[src/rtl/stk_pkg.sv]
package stk_pkg;
  localparam int ADDR_W   = 16;
  localparam int SPA_W    = 10;
  localparam int SPB_W    = 8;
  localparam int N_HW     = 7;
  localparam logic [ADDR_W-1:0] START_VEC = 16'h0110;
  localparam logic [ADDR_W-1:0] NMI_VEC   = 16'h0100;
  localparam logic [ADDR_W-1:0] HW_BASE   = 16'h0102;
  localparam logic [ADDR_W-1:0] WIN_LO    = 16'h0100;
  localparam logic [ADDR_W-1:0] WIN_HI    = 16'h01FF;
endpackage

[src/rtl/stk_ptr.sv]
module stk_ptr #(
  parameter int W = 8
) (
  input  logic         clk,
  input  logic         rst_n,
  input  logic         wr,
  input  logic [W-1:0] din,
  input  logic         inc,
  input  logic         dec,
  output logic [W-1:0] q
);
  localparam logic [W-1:0] TOP = {W{1'b1}};
  localparam logic [W-1:0] ONE = {{(W-1){1'b0}}, 1'b1};

  always_ff @(posedge clk) begin
    if (!rst_n)            q <= '0;
    else if (wr)           q <= din;
    else if (inc && !dec)  q <= q + ONE;
    else if (dec && !inc)  q <= q - ONE;
  end


  wrap_up_chk: assert property (@(posedge clk) disable iff (!rst_n)
    (inc && !dec && !wr && q == TOP) |=> q == '0);

  load_chk: assert property (@(posedge clk) disable iff (!rst_n)
    wr |=> q == $past(din));
endmodule

[src/rtl/pair_gate.sv]
module pair_gate (
  input  logic clk,
  input  logic rst_n,
  input  logic wr_a,
  input  logic wr_b,
  output logic open
);
  logic done_a, done_b;

  always_ff @(posedge clk) begin
    if (!rst_n) begin
      done_a <= 1'b0;
      done_b <= 1'b0;
    end else begin
      if (wr_a) done_a <= 1'b1;
      if (wr_b) done_b <= 1'b1;
      if (done_a && done_b) begin
        if (wr_a && !wr_b) done_b <= 1'b0;
        if (wr_b && !wr_a) done_a <= 1'b0;
      end
    end
  end

  assign open = done_a && done_b;


  lone_rewrite_chk: assert property (@(posedge clk) disable iff (!rst_n)
    (done_a && done_b && wr_a && !wr_b) |=> (done_a && !done_b));

  reset_closed_chk: assert property (@(posedge clk)
    !rst_n |=> !open);
endmodule

[src/rtl/irq_pick.sv]
module irq_pick
  import stk_pkg::*;
#(
  parameter int N = N_HW
) (
  input  logic              nmi,
  input  logic [N-1:0]      hw,
  output logic              any,
  output logic [ADDR_W-1:0] vec
);
  always_comb begin
    vec = NMI_VEC;
    for (int i = N - 1; i >= 0; i--) begin
      if (hw[i]) vec = HW_BASE + ADDR_W'(2 * i);
    end
    if (nmi) vec = NMI_VEC;
  end

  assign any = nmi || (|hw);
endmodule

[src/rtl/stkptr_irq_arbiter.sv]
module stkptr_irq_arbiter
  import stk_pkg::*;
(
  input  logic              clk,
  input  logic              rst_n,
  input  logic              wa_en,
  input  logic [SPA_W-1:0]  wa_data,
  input  logic              inc_a,
  input  logic              dec_a,
  input  logic              wb_en,
  input  logic [SPB_W-1:0]  wb_data,
  input  logic              inc_b,
  input  logic              dec_b,
  input  logic              nmi_req,
  input  logic [N_HW-1:0]   hw_req,
  output logic [SPA_W-1:0]  sp_a,
  output logic [SPB_W-1:0]  sp_b,
  output logic              sp16_oob,
  output logic [ADDR_W-1:0] vec_addr,
  output logic              irq_take
);
  logic              gate_open;
  logic              req_any;
  logic [ADDR_W-1:0] req_vec;
  logic [ADDR_W-1:0] sp_a_ext;

  stk_ptr #(.W(SPA_W)) u_spa (
    .clk(clk), .rst_n(rst_n), .wr(wa_en), .din(wa_data),
    .inc(inc_a), .dec(dec_a), .q(sp_a)
  );

  stk_ptr #(.W(SPB_W)) u_spb (
    .clk(clk), .rst_n(rst_n), .wr(wb_en), .din(wb_data),
    .inc(inc_b), .dec(dec_b), .q(sp_b)
  );

  pair_gate u_gate (
    .clk(clk), .rst_n(rst_n), .wr_a(wa_en), .wr_b(wb_en), .open(gate_open)
  );

  irq_pick #(.N(N_HW)) u_pick (
    .nmi(nmi_req), .hw(hw_req), .any(req_any), .vec(req_vec)
  );

  assign sp_a_ext = ADDR_W'(sp_a);
  assign sp16_oob = (sp_a_ext < WIN_LO) || (sp_a_ext > WIN_HI);

  always_ff @(posedge clk) begin
    if (!rst_n) begin
      irq_take <= 1'b0;
      vec_addr <= START_VEC;
    end else if (gate_open && req_any && !irq_take) begin
      irq_take <= 1'b1;
      vec_addr <= req_vec;
    end else begin
      irq_take <= 1'b0;
    end
  end


  take_single_chk: assert property (@(posedge clk) disable iff (!rst_n)
    irq_take |=> !irq_take);

  take_gated_chk: assert property (@(posedge clk) disable iff (!rst_n)
    irq_take |-> $past(gate_open));

  nmi_first_chk: assert property (@(posedge clk) disable iff (!rst_n)
    (gate_open && nmi_req && !irq_take) |=> (irq_take && vec_addr == NMI_VEC));

  vec_hold_chk: assert property (@(posedge clk) disable iff (!rst_n)
    !irq_take |-> $stable(vec_addr) || $past(!rst_n));
endmodule

[config.mk]
export PLATFORM = sky130hd
export DESIGN_NAME = stkptr_irq_arbiter
export DESIGN_NICKNAME = d
export VERILOG_FILES = /design/src/rtl/stk_pkg.sv /design/src/rtl/stk_ptr.sv /design/src/rtl/pair_gate.sv /design/src/rtl/irq_pick.sv /design/src/rtl/stkptr_irq_arbiter.sv
export SDC_FILE = /design/constraint.sdc
export NUM_CORES = 1
export LEC_CHECK = 0
export ABC_AREA = 1
export BUFFER_PORTS_ARGS = -buffer_cell sky130_fd_sc_hd__clkbuf_2
export CAP_MARGIN = 30
export CORE_UTILIZATION = 40
export DETAILED_ROUTE_END_ITERATION = 12
export GPL_TIMING_DRIVEN = 0
export PLACE_DENSITY = 0.69
export SLEW_MARGIN = 10
export SYNTH_ARGS = -nofsm -noshare
export SYNTH_HDL_FRONTEND = slang
export SYNTH_SLANG_ARGS = --single-unit
export TNS_END_PERCENT = 5
[constraint.sdc]
create_clock -name clk -period 1.5 [get_ports clk]
set_input_delay 0.225 -clock clk [delete_from_list [all_inputs] [get_ports clk]]
set_output_delay 0.225 -clock clk [all_outputs]
set_load 0.02 [all_outputs]
* Word-level counts from Yosys, hierarchy flattened
Cells that the tools add are included.
** Storage, ports and cells
- Bits in registers :: 37
- Output and inout port bits :: 36
** Operators by class
- Add/sub/neg operators :: 4
- Magnitude comparators :: 2
- Mux-type cells :: 21
- Reduce and logical (&&, ||, !) cells :: 21
** Operators by type and width (number)
- 4-bit two-way mux :: 8
- 10-bit two-way mux :: 3
- 8-bit two-way mux :: 3
- 10-bit by 1-bit adder with 10-bit output (second input constant) :: 1
- 10-bit by 9-bit greater-than comparator with 1-bit output (second input constant) :: 1
- 10-bit by 9-bit less-than comparator with 1-bit output (second input constant) :: 1
- 10-bit by 1-bit subtractor with 10-bit output (second input constant) :: 1
- 1-bit logical AND :: 9
- 8-bit by 1-bit adder with 8-bit output (second input constant) :: 1
- 8-bit by 1-bit subtractor with 8-bit output (second input constant) :: 1
- 1-bit logical NOT :: 7
- 1-bit two-way mux :: 7
- 7-bit OR reduction :: 1
- 3-bit nonzero test :: 2
- 1-bit logical OR :: 2

* Depth between registers and ports, before layout
- Depth in word-level cells :: 8
- Gate-level depth with buffers :: 13
- Depth with buffers taken out :: 13

* Hierarchy
Synthesis repeated with hierarchy kept, for this count alone.
** Second synthesis, totals
- Cells, all modules :: 421
- Area, all modules :: 2661.3 µm²
** By module, submodules not included
- stk_ptr (u_spa) :: times used 1, cells each 151, area an instance 920.9 µm²
- stk_ptr (u_spb) :: times used 1, cells each 114, area an instance 738.2 µm²
- stkptr_irq_arbiter :: times used 1, cells each 106, area an instance 714.4 µm²
- irq_pick :: times used 1, cells each 37, area an instance 203.9 µm²
- pair_gate :: times used 1, cells each 13, area an instance 83.8 µm²

* Worst setup path after synthesis
No wires, ideal clock.
- Path type :: register to register
- Start point :: register u_spa.q[0]
- End point :: register u_spa.q[8]
- Setup time :: 0.072 ns
- Arrival :: 1.604 ns
- Slack :: -0.177 ns
- Cell stages (with the launch flop) :: 12
- Path buffers :: 0
- Cells stage by stage :: dfxtp_1 inv_1 fa_1 inv_1 nand3_1 nand2_1 nand2_1 nand2_1 nand2_1 nand3_1 nand2_1 a21oi_1
** On the way
- Word-level cells in the longest chain between the ends :: 4
** RTL lines
- from (decl) :: line stk_ptr.sv:10 : output logic [W-1:0] q
- from (signal assigned) :: line stk_ptr.sv:17 : else if (wr) q <= din;
- from (signal assigned) :: line stk_ptr.sv:18 : else if (inc && !dec) q <= q + ONE;
- from (signal assigned) :: line stk_ptr.sv:19 : else if (dec && !inc) q <= q - ONE;
- 10-bit by 1-bit subtractor with 10-bit output :: line stk_ptr.sv:19
- 10-bit two-way mux :: line stk_ptr.sv:19
- 10-bit two-way mux (*) :: line stk_ptr.sv:18
- 10-bit two-way mux (*) :: line stk_ptr.sv:17
Mark *: on every way between the ends. The rest lies on a longest branch, timed or not. The select of a mux whose other input is x is not followed.
A chain may end at the register's enable or synchronous reset.

* Final worst setup path
Same ends and word-level chain as after synthesis.

==> flow_summary.json <==
{
  "antennaDiodeCount": 0,
  "path_cells": "inv_2 > fa_2 > inv_2 > nand3_2 > nand2_2 > nand2_2 > nand2_1 > nand2_1 > nand3_1 > nand2_1 > a21oi_2",
  "routabilityCongestion": 0.856,
  "timing.hold.ws_ns": 0.189,
  "syn-mean-instance-area_um2": 6.34,
  "fp-row-count": 25,
  "crit_slowest_cell": "fa_2",
  "setup_viol": 2,
  "p_per_area_nw_per_um2": 881,
  "cts_sinks": 25,
  "synth_cells": 315,
  "h-tree-depth": 1,
  "period_needed_ns": 1.52,
  "ff2ff_setup_slack_ns": -0.02,
  "cts_buffers": 3,
  "synth_area_leader_cell": "dfxtp_1",
  "min_to": "u_spb.q[1]",
  "via_count": 2192,
  "drive_above_1_share_pct": 35.1,
  "fin_cells": 455,
  "max_freq_mhz": 659,
  "final_cell_mix": "nand2_1 (77), clkbuf_2 (55), inv_1 (32)",
  "synth_top_area_share_pct": 25.1,
  "worstPathMaxFanout": 3,
  "use_met3_pct": 3.04,
  "holdBufCountCts": 0,
  "grt_max_degree": 16,
  "cts_max_path_buffers": 2,
  "die_y_um": 72.7,
  "overflow": 0,
  "end_kind": "flop",
  "synth_cell_types": 27,
  "clk_pin_slew_ns": 0.10,
  "status": "finished, violations left",
  "timing.rr.start": "u_spa.q[0]",
  "synth_area_leaders": "dfxtp_1 (25%), nand2_1 (16%), ha_1 (8.8%)",
  "cts_tree": "yes",
  "hold_violations": 0,
  "path_buf_inv": 2,
  "arrival_ns": 1.72,
  "min_from": "wb_data[1]",
  "crit_family": "simple AND/OR/NAND/NOR gates",
  "hold_path.class": "in -> reg",
  "core_area_um2": 4750,
  "grt_pass1_wl_mm": 7.92,
  "drc": 0,
  "use_met1_pct": 22.3,
  "dp_hpwl_mm": 3.75,
  "grtUsageTotal_pct": 18.8,
  "ir_drop_uv": 535,
  "io_pins": 70,
  "fp.dieW_um": 72.7,
  "finalCritPeriodShare_pct": 101,
  "leakage_nw": 1.40,
  "worst-r2r-cell-count": 11,
  "grt_pass1_vias": 1996,
  "area_growth_pct": 37.8,
  "cp-start-kind": "flop",
  "rsz0062_at_grt": "yes",
  "grtUsageMet2_pct": 34.4,
  "cap_viol_max_count": 0,
  "seq_area_frac_synth_pct": 25.1,
  "clk_latency_ns": 0.27,
  "antenna_found_initial": 0,
  "routed_via_density": 4.82,
  "port_buffers": 55,
  "failed_checks": "negative setup slack",
  "root_buffer": "clkbuf_8",
  "clock_skew_ns": 0.00152,
  "crit_top_cell": "nand2_1",
  "crit_path_max_incr_delay_ns": 0.40,
  "synthesis.area_um2": 2000,
  "ys_warn_count": 0,
  "busiest_layer": "met2",
  "worstSetupPathType": "reg -> reg",
  "drt-pass1-iter-count": 4,
  "worstPathRequired_ns": 1.70,
  "nets": 439,
  "worstReg2RegEnd": "u_spa.q[8]",
  "fin_ws_ns": -0.0165,
  "final_common_cell": "nand2_1",
  "slew_violations": 0,
  "dp.cells": 447,
  "drt_wl_total_mm": 5.08,
  "tns_ns": -0.0225,
  "min_path_cells": 3,
  "ys_ff_latch": 25,
  "start_util_pct": 42.0,
  "dieArea_um2": 5280,
  "detail-route-antenna-nets": 0,
  "wire_per_inst_um": 11.2,
  "first_iter_violations": 97,
  "p_total_mw": 2.43
}
## stage by stage
stage	worst slack [ns]	util (%)	instance area, µm²
after CTS	-0.0444	52.7	2510
final	-0.0165	57.9	2750
after global placement	-0.324	50.6	2400
after global routing	-0.0885	57.9	2750
after detailed placement	-0.381	50.6	2400
after floorplan	-0.0302	-	2040
## Yosys cell counts
| cell type | number |
|---|---|
| nor3_2 | 1 |
| inv_1 | 37 |
| dfxtp_1 | 25 |
| nand4_1 | 5 |
| o21ai_0 | 27 |
| clkinv_1 | 1 |
| conb_1 | 2 |
| xnor2_1 | 2 |
| nor2_2 | 1 |
| a31oi_1 | 6 |
| buf_2 | 1 |
| a21oi_1 | 32 |
| ha_1 | 14 |
| or2_2 | 1 |
| o21a_1 | 2 |
| or2_1 | 2 |
| o31ai_1 | 1 |
| clkbuf_1 | 1 |
| buf_4 | 15 |
| xor2_1 | 1 |
| fa_1 | 2 |
| nand3_1 | 20 |
| buf_6 | 2 |
| nor2_1 | 22 |
| inv_2 | 3 |
| o21bai_1 | 3 |
| nand2_1 | 86 |
## what timing repair did
| item | 4_1_cts | 5_1_grt |
|---|---|---|
| setup buffers | 2 | 2 |
| setup endpoints to repair | 7 | 12 |
| gates resized for setup | 9 | 46 |
| pin swaps | 3 | 11 |
## where the power goes
part | total, mW | leakage (nW) | internal (mW) | switching [mW]
clock | 0.431 | 0.0260 | 0.190 | 0.240
sequential | 0.818 | 0.212 | 0.739 | 0.0790
combinational | 1.18 | 1.16 | 0.506 | 0.670
## logic make-up (layout without fill, tap and decap cells)
group	count (synthesis)	in the layout	share of synthesized area [%]
AOI/OAI and AO/OA	71	71	18.9
xor gates and xnor gates	3	3	1.32
adders and majority gates	16	16	10.8
buffers and inverters	60	123	14.9
DFF	25	25	25.1
other	2	12	0.376
and+or+nand+nor	138	138	28.6
## how the worst max path moves through the flow
stage                     startpoint    endpoint  slack (ns)  cells after the start
after CTS                 u_spa.q[2]  u_spa.q[5]       -0.04                     10
final                     u_spa.q[0]  u_spa.q[8]       -0.02                     11
after floorplan           u_spa.q[0]  u_spa.q[8]       -0.03                     11
after detailed placement       dec_a  u_spa.q[8]       -0.38                     14
after global placement         dec_a  u_spa.q[8]       -0.32                     13
after global routing      u_spa.q[1]  u_spa.q[8]       -0.09                     11
## area by class of cell
class                           instances  area (µm²)
Sequential cell                        25         524
Timing Repair Buffer                   59         318
Clock inverter                          1        6.26
Buffer                                 19         144
Inverter                               41         154
Clock buffer                            3        41.3
Fill cell                             450        2000
Multi-Input combinational cell        240        1480
Tap cell                               67        83.8
## layer usage
| metal | vias up | routed length (µm) |
|---|---|---|
| met2 | 55 | 2530 |
| met3 | 6 | 186 |
| met1 | 976 | 2270 |
| met4 | 0 | 89 |
| met5 | - | 0 |
| li1 | 1155 | - |
## flip-flops by register name, indices dropped and copies added (netlist names)
| name | cells |
|---|---|
| u_spb.q | 8 |
| vec_addr | 4 |
| irq_take | 1 |
| u_gate.done_b | 1 |
| u_spa.q | 10 |
| u_gate.done_a | 1 |
## worst register-to-register path, cell delays in order (launching register included)
cell and delay, ns:
dfxtp_4 0.36, inv_2 0.04, fa_2 0.40, inv_2 0.09, nand3_2 0.07, nand2_2 0.09
nand2_2 0.05, nand2_1 0.05, nand2_1 0.04, nand3_1 0.06, nand2_1 0.07, a21oi_2 0.13
Power figures use the tool's default switching activity.
